<file path="src/rtl/ft_burst_sram.sv">
module ft_burst_sram #(
  parameter int AW     = 6,
  parameter int LANES  = 8,
  parameter int LANE_W = 8,
  localparam int W     = LANES * (LANE_W + 1)
) (
  input  logic             clk,
  input  logic             rst_n,
  input  logic [AW-1:0]    addr,
  input  logic [1:0]       cs_n,
  input  logic             we_n,
  input  logic [LANES-1:0] bw_n,
  input  logic             oe_n,
  input  logic             advance,
  input  logic             mode,
  input  logic [W-1:0]     din,
  output logic [W-1:0]     dout,
  output logic             dout_en
);
  localparam int DEPTH    = 1 << AW;
  localparam int BANK_BIT = AW - 1;
  localparam int DW       = LANES * LANE_W;

  typedef enum logic [1:0] {OP_IDLE, OP_READ, OP_WRITE} op_t;

  op_t              op_q;
  logic [AW-1:0]    base_q;
  logic [1:0]       beat_q;
  logic             mode_q;
  logic [LANES-1:0] mask_q;
  logic [W-1:0]     mem [DEPTH];

  wire          sel        = !cs_n[addr[BANK_BIT]];
  wire [1:0]    low        = mode_q ? (base_q[1:0] ^ beat_q) : (base_q[1:0] + beat_q);
  wire [AW-1:0] cur_addr   = {base_q[AW-1:2], low};
  wire          burst_live = (op_q != OP_IDLE) && (beat_q != 2'd3);

  always_ff @(posedge clk or negedge rst_n) begin
    if (!rst_n) begin
      op_q   <= OP_IDLE;
      base_q <= '0;
      beat_q <= '0;
      mode_q <= 1'b0;
      mask_q <= '0;
    end else if (!advance) begin
      base_q <= addr;
      beat_q <= 2'd0;
      mode_q <= mode;
      if (sel) begin
        op_q   <= we_n ? OP_READ : OP_WRITE;
        mask_q <= we_n ? '0 : ~bw_n;
      end else begin
        op_q   <= OP_IDLE;
        mask_q <= '0;
      end
    end else if (burst_live) begin
      beat_q <= beat_q + 2'd1;
      mask_q <= (op_q == OP_WRITE) ? ~bw_n : '0;
    end else begin
      op_q   <= OP_IDLE;
      mask_q <= '0;
    end
  end

  always_ff @(posedge clk) begin
    if (op_q == OP_WRITE) begin
      for (int i = 0; i < LANES; i++) begin
        if (mask_q[i]) begin
          mem[cur_addr][i*LANE_W +: LANE_W] <= din[i*LANE_W +: LANE_W];
          mem[cur_addr][DW+i]               <= din[DW+i];
        end
      end
    end
  end

  assign dout    = mem[cur_addr];
  assign dout_en = (op_q == OP_READ) && !oe_n;
endmodule

</file>
<file path="config.mk">
export PLATFORM = sky130hd
export DESIGN_NAME = ft_burst_sram
export DESIGN_NICKNAME = d
export VERILOG_FILES = /design/src/rtl/ft_burst_sram.sv
export SDC_FILE = /design/constraint.sdc
export NUM_CORES = 2
export LEC_CHECK = 0
export BUFFER_PORTS_ARGS = -buffer_cell sky130_fd_sc_hd__buf_2
export CELL_PAD_IN_SITES_DETAIL_PLACEMENT = 1
export CELL_PAD_IN_SITES_GLOBAL_PLACEMENT = 1
export CORE_MARGIN = 3
export CORE_UTILIZATION = 40
export CTS_CLUSTER_SIZE = 25
export DETAILED_ROUTE_END_ITERATION = 10
export PLACE_DENSITY_LB_ADDON = 0.2
export SETUP_SLACK_MARGIN = 0.5
export SYNTH_ARGS = -nofsm -noshare
export SYNTH_HDL_FRONTEND = slang
export SYNTH_MEMORY_MAX_BITS = 65536
export SYNTH_SLANG_ARGS = --single-unit
</file>
<file path="constraint.sdc">
create_clock -name clk -period 3.2 [get_ports clk]
set_input_delay 0.16 -clock clk [delete_from_list [all_inputs] [get_ports clk]]
set_output_delay 0.16 -clock clk [all_outputs]
set_load 0.02 [all_outputs]
</file>
== Word-level counts from Yosys, hierarchy flattened ==
Memory sizes are Yosys's and may differ from the RTL's.
Index checks and enable logic that the tools add are counted.
Word-level totals
  flip-flop bits (word level): 19
  memory bits (writable): 4608
  input bits: 94
  output and inout port bits: 73
  logic and storage cells: 58
  memories: 1
Memories
  mem: depth 64, width 72, read ports 1, clocked after memory_dff 0, write ports 1, line 31  | logic [W-1:0] mem [DEPTH];
Operators by class
  $add $sub $neg: 2
  $lt $le $gt $ge: 1
  eq/ne operators: 5
  muxes and demuxes: 38
  bitwise logic cells: 2
  reduce and logical (&&, ||, !) cells: 4
Operators with widths (count)
  2-to-1 mux 8 bit: 5
  2-to-1 mux 1 bit: 26
  2-to-1 mux 2 bit: 7
  inverter 8 bit: 1
  inequality test 2 bit, second input constant: 2
  adder 2 x 1 -> 2 bit, second input constant: 1
  adder 2 bit: 1
  == test 2 x 1 -> 1 bit, second input constant: 1
  == test 2 bit, second input constant: 1
  logical AND 1 bit: 2
  < comparator 1 x 2 -> 1 bit, second input constant: 1
  inequality test 2 x 1 -> 1 bit, second input constant: 1
  nonzero test 2 bit: 1
  bitwise XOR 2 bit: 1
  logical NOT 1 bit: 1

== Logic depth before layout (Yosys ltp) ==
  word-level depth: 4
  depth in mapped cells: 13
  mapped depth without buffers: 8

== Least setup slack after synthesis ==
OpenSTA, ideal clock, no wires.
  kind: reg-to-reg
  start: register beat_q[0]
  end: memory mem[4][0] (netlist bit), enable pin
  setup time: 374 ps
  data arrival time: 3185 ps
  data required time: 2826 ps
  slack: -359 ps
  stages on the path, launching flop included: 13
  path buffers: 6
  clock period less this slack: 3559 ps
  path through: dfrtp_1 -> ha_1 -> inv_1 -> buf_2 -> buf_2 -> buf_2 -> buf_2 -> buf_2 -> buf_1 -> nand2_1 -> nor2_1 -> nand2_1 -> nor2_1
On the way
  longest elaborated chain between the ends: 2
  elaborated cells between the ends (all ways): 3
  those cells by class: add/sub (1); mux (1); bitwise (1)
RTL lines
  start: declaration: line 28  | logic [1:0] beat_q;
  start signal: assignment: line 57  | beat_q <= beat_q + 2'd1;
  adder 2 bit or bitwise XOR 2 bit (tied branches): line 34  | wire [1:0] low = mode_q ? (base_q[1:0] ^ beat_q) : (base_q[1:0] + beat_q);
  2-to-1 mux 2 bit (*): line 34
  end: declaration: line 31
Mark *: on every way between the ends. The rest lies on a longest branch, timed or not.

== Worst setup path after layout ==
  start: register base_q[1]
  end: output dout[69]
On the way
  longest elaborated chain between the ends: 3
  elaborated cells between the ends (all ways): 4
  those cells by class: add/sub (1); mux (1); bitwise (1); memory (1)
RTL lines
  start: declaration: line 27  | logic [AW-1:0] base_q;
  start signal: assignment: line 46  | base_q <= addr;
  adder 2 bit or bitwise XOR 2 bit (tied branches): line 34
  2-to-1 mux 2 bit (*): line 34
  memory (64 x 72 bit) (*)
  end: declaration: line 17  | output logic [W-1:0] dout,
Marked as above.

==> flow_summary_export.csv <==
group,metric,value,unit
run_status,status,"finished, violations left",
run_status,violations,"setup timing",
final_layout,nets,11680,
yosys,synth-seq-cells,4627,
global_route,grt_max_degree,90,
final_layout,drive_gt1_frac,0.3262,
floorplan,core-area,0.4424,mm²
final_layout,multi_input_area,0.04098,mm²
route,wl,608.9,mm
yosys,ys_warn_count,0,
floorplan,die_h,672.8,µm
pwr,power_density,713.7,mW/mm²
sta,slew_violations,0,
clock_tree,htree_num_levels,5,
global_route,grtUsageTotal,0.2619,
route,drt-initial-drc-count,12480,
yosys,syn_inst,9918,
yosys,synth_area_leader_cell,"edfxtp_1",
global_route,met3_usage,0.04876,
yosys,synth_top_area_share,0.7780,
global_route,busiest_layer,"met2",
run,drv_cap,0,
yosys,postSynth.asyncResetShare,0.004106,
sta,skew,0.03394,ns
sta,slew_headroom,0.1558,
floorplan,die_area,0.4527,mm²
global_route,grt_use_met2,0.4146,
placement,place_area,0.1977,mm²
clock_tree,cts_buffer_depth,4,
floorplan,rows,244,
placement,port_buffers,166,
clock_tree,ctsRootBufferMaster,"clkbuf_16",
final_layout,area_delta_synth_final,25.53,%
sta,fin_crit_sh,1.456,
final_layout,fin_cells,17920,
sta,rsz0062_at_grt,"true",
placement,dp.cells,16660,
critical_path,startpoint_type,"register",
yosys,syn-cell-area,0.1778,mm²
yosys,synth_cell_types,50,
route,drtPass1Iterations,6,
global_route,grt_pass1_vias,111200,
final_layout,fin_util,0.5047,
sta,setup_tns,-367.41,ns
hold_path,hold_path.class,"in2reg",
sta,worst_slew_pin_slew,1.266,ns
sta,hold_violations,0,
sta,hold_slack,0.1209,ns
global_route,grt.met1_usage,0.3602,
yosys,synthFlopType,"edfxtp_1",
pwr,ir_worst_vdd,525.1,µV
route,num_vias,108500,
critical_path,crit_type,"reg2out",
placement,post-place-ws,-0.9327,ns
sta,fin_crit,4.659,ns
route,wire_per_inst,33.98,µm
sta,setup_slack,-1.459,ns
yosys,postSynthAreaPerCell,17.93,µm²
clock_tree,cts_tree,"done",
yosys,synth_seq_area_share,0.7807,
global_route,overflow,0,
critical_path,worstSetupEndpointType,"output pin",
final_layout,final_area,0.2233,mm²
floorplan,start_util,0.4020,
critical_path,crit_required,3.04,ns
pwr,total_power,159.3,mW
final_layout,most-common-layout-cells,"4608 x edfxtp_1, 1559 x nand3_1, 1261 x buf_4, 606 x mux4_2, 521 x a31oi_1",
route,drc,0,
pwr,power.leakage,70.85,nW
final_layout,seqCellArea,0.1389,mm²
sta,setup_viol,1955,
yosys,synth_area_leaders,"edfxtp_1 78%, mux4_2 7.7%, nand3_1 4.4%",
yosys,synth_nets,10010,
floorplan,io_pins,167,
critical_path,cp_max_fo,7,
final_layout,nFillCells,40430,
route,viasPerCell,6.053,
clock_tree,path_clk_slew,0.06,ns
global_route,grt_pass1_wl,850.4,mm
yosys,synth_edf_count,4608,
clock_tree,clkLatencyLatePin,1.03,ns
critical_path,worst_ep_arrival_time,4.50,ns
global_route,grt_antenna_before_repair,37,
placement,gp_congestion,0.8392,
clock_tree,clock_sinks,4627,
floorplan,die_w,672.8,µm
placement,dpl.hpwl,382.4,mm
clock_tree,numCtsBuffers,477,
final_layout,layout_commonest_cell,"edfxtp_1",
sta,fmax,0.2146,GHz
route,drtAntennaViolNets,0,
==> sequential cells by signal (all words and copies together) (netlist names) <==
register and cells:
beat_q 2, mask_q 8, mem 4608, op_q 2, mode_q 1, base_q 6
==> final timing paths <==
check                      slack [ns]                  start  depth (start not counted)                     to
hold / removal                   0.12                advance                          3  beat_q[1]$_DFFE_PN0P_
setup reg to reg                -0.42  base_q[1]$_DFFE_PN0N_                         11   mem[10][6]$_DFFE_PP_
setup / recovery                -1.46  base_q[1]$_DFFE_PN0N_                         13               dout[69]
hold reg to reg                  0.61    op_q[1]$_DFFE_PN0P_                          2    op_q[1]$_DFFE_PN0P_
max in group asynchronous        2.80                  rst_n                          4    mask_q[3]$_DFF_PN0_
min in group asynchronous        0.17                  rst_n                          4    op_q[1]$_DFFE_PN0P_
==> cells in the mapped netlist (all sizes together), types with 9 or more instances <==
cell type and count:
nand3 1578, mux2 13, nor3 20, o22ai 277
a211oi 9, a31oi 536, buf 185, a22oi 14
clkbuf 625, a221oi 521, dfrtp 19, nor2 546
mux2i 14, or4 66, nand2 147, mux4 606
edfxtp 4608, o221ai 24, a21oi 21, and2 10
==> worst max-delay path, stage by stage (launching register included) <==
cell      delay (ns)
dfrtp_2         0.44
xor2_4          0.26
xnor2_4         0.16
buf_12          0.19
buf_16          0.21
buf_12          0.15
buf_16          0.17
mux4_2          0.35
a221oi_4        0.32
o22ai_2         0.11
buf_4           0.17
or4_4           0.60
buf_6           0.17
buf_6           0.12
==> final cells by class <==
class	instances	area share
repair buffers	1998	0.09284
well taps	5904	0.03309
diodes	26	0.0002914
multi-input cells	4479	0.1836
repair inverters	3	0.0004035
inverters	2	0.0001513
clock inverters	287	0.01159
clock buffers	595	0.05613
flip-flops and latches	4627	0.6219
==> report_power, final <==
part | switching (mW) | internal [mW] | total, mW
Clock | 23.8 | 30.6 | 54.4
Combinational | 21.2 | 17.0 | 38.2
Sequential | 0.0417 | 66.7 | 66.7
Total | 45.0 | 114 | 159
==> kinds of logic (layout without fill, tap and decap cells) <==
family	Yosys count	in the layout	share of synthesized area
AO/OA/AOI/OAI	1440	1440	0.05863
XOR/XNOR	4	4	0.0002815
adder cells (fa/ha/maj)	2	2	0.0001407
buffers and inverters	812	2885	0.01788
flip-flops	4627	4627	0.7807
multiplexers	633	633	0.07835
other	0	26	0
AND/OR/NAND/NOR	2400	2400	0.06401
==> what timing repair did <==
item / 4_1_cts / 5_1_grt
gates cloned: 40 / 15
setup buffers: 95 / 82
hold endpoints to repair: 3301 / 0
resized for setup: 752 / 344
setup endpoints to repair: 4680 / 4680
pin swaps: 87 / 100
hold buffers: 119 / 0
==> layer usage <==
metal	part of all wire	vias up
met5	0.00011	-
met1	0.41	57980
met2	0.47	4757
met4	0.043	10
li1	-	44770
met3	0.080	948
Note: power is estimated with default switching activity, not from simulation.
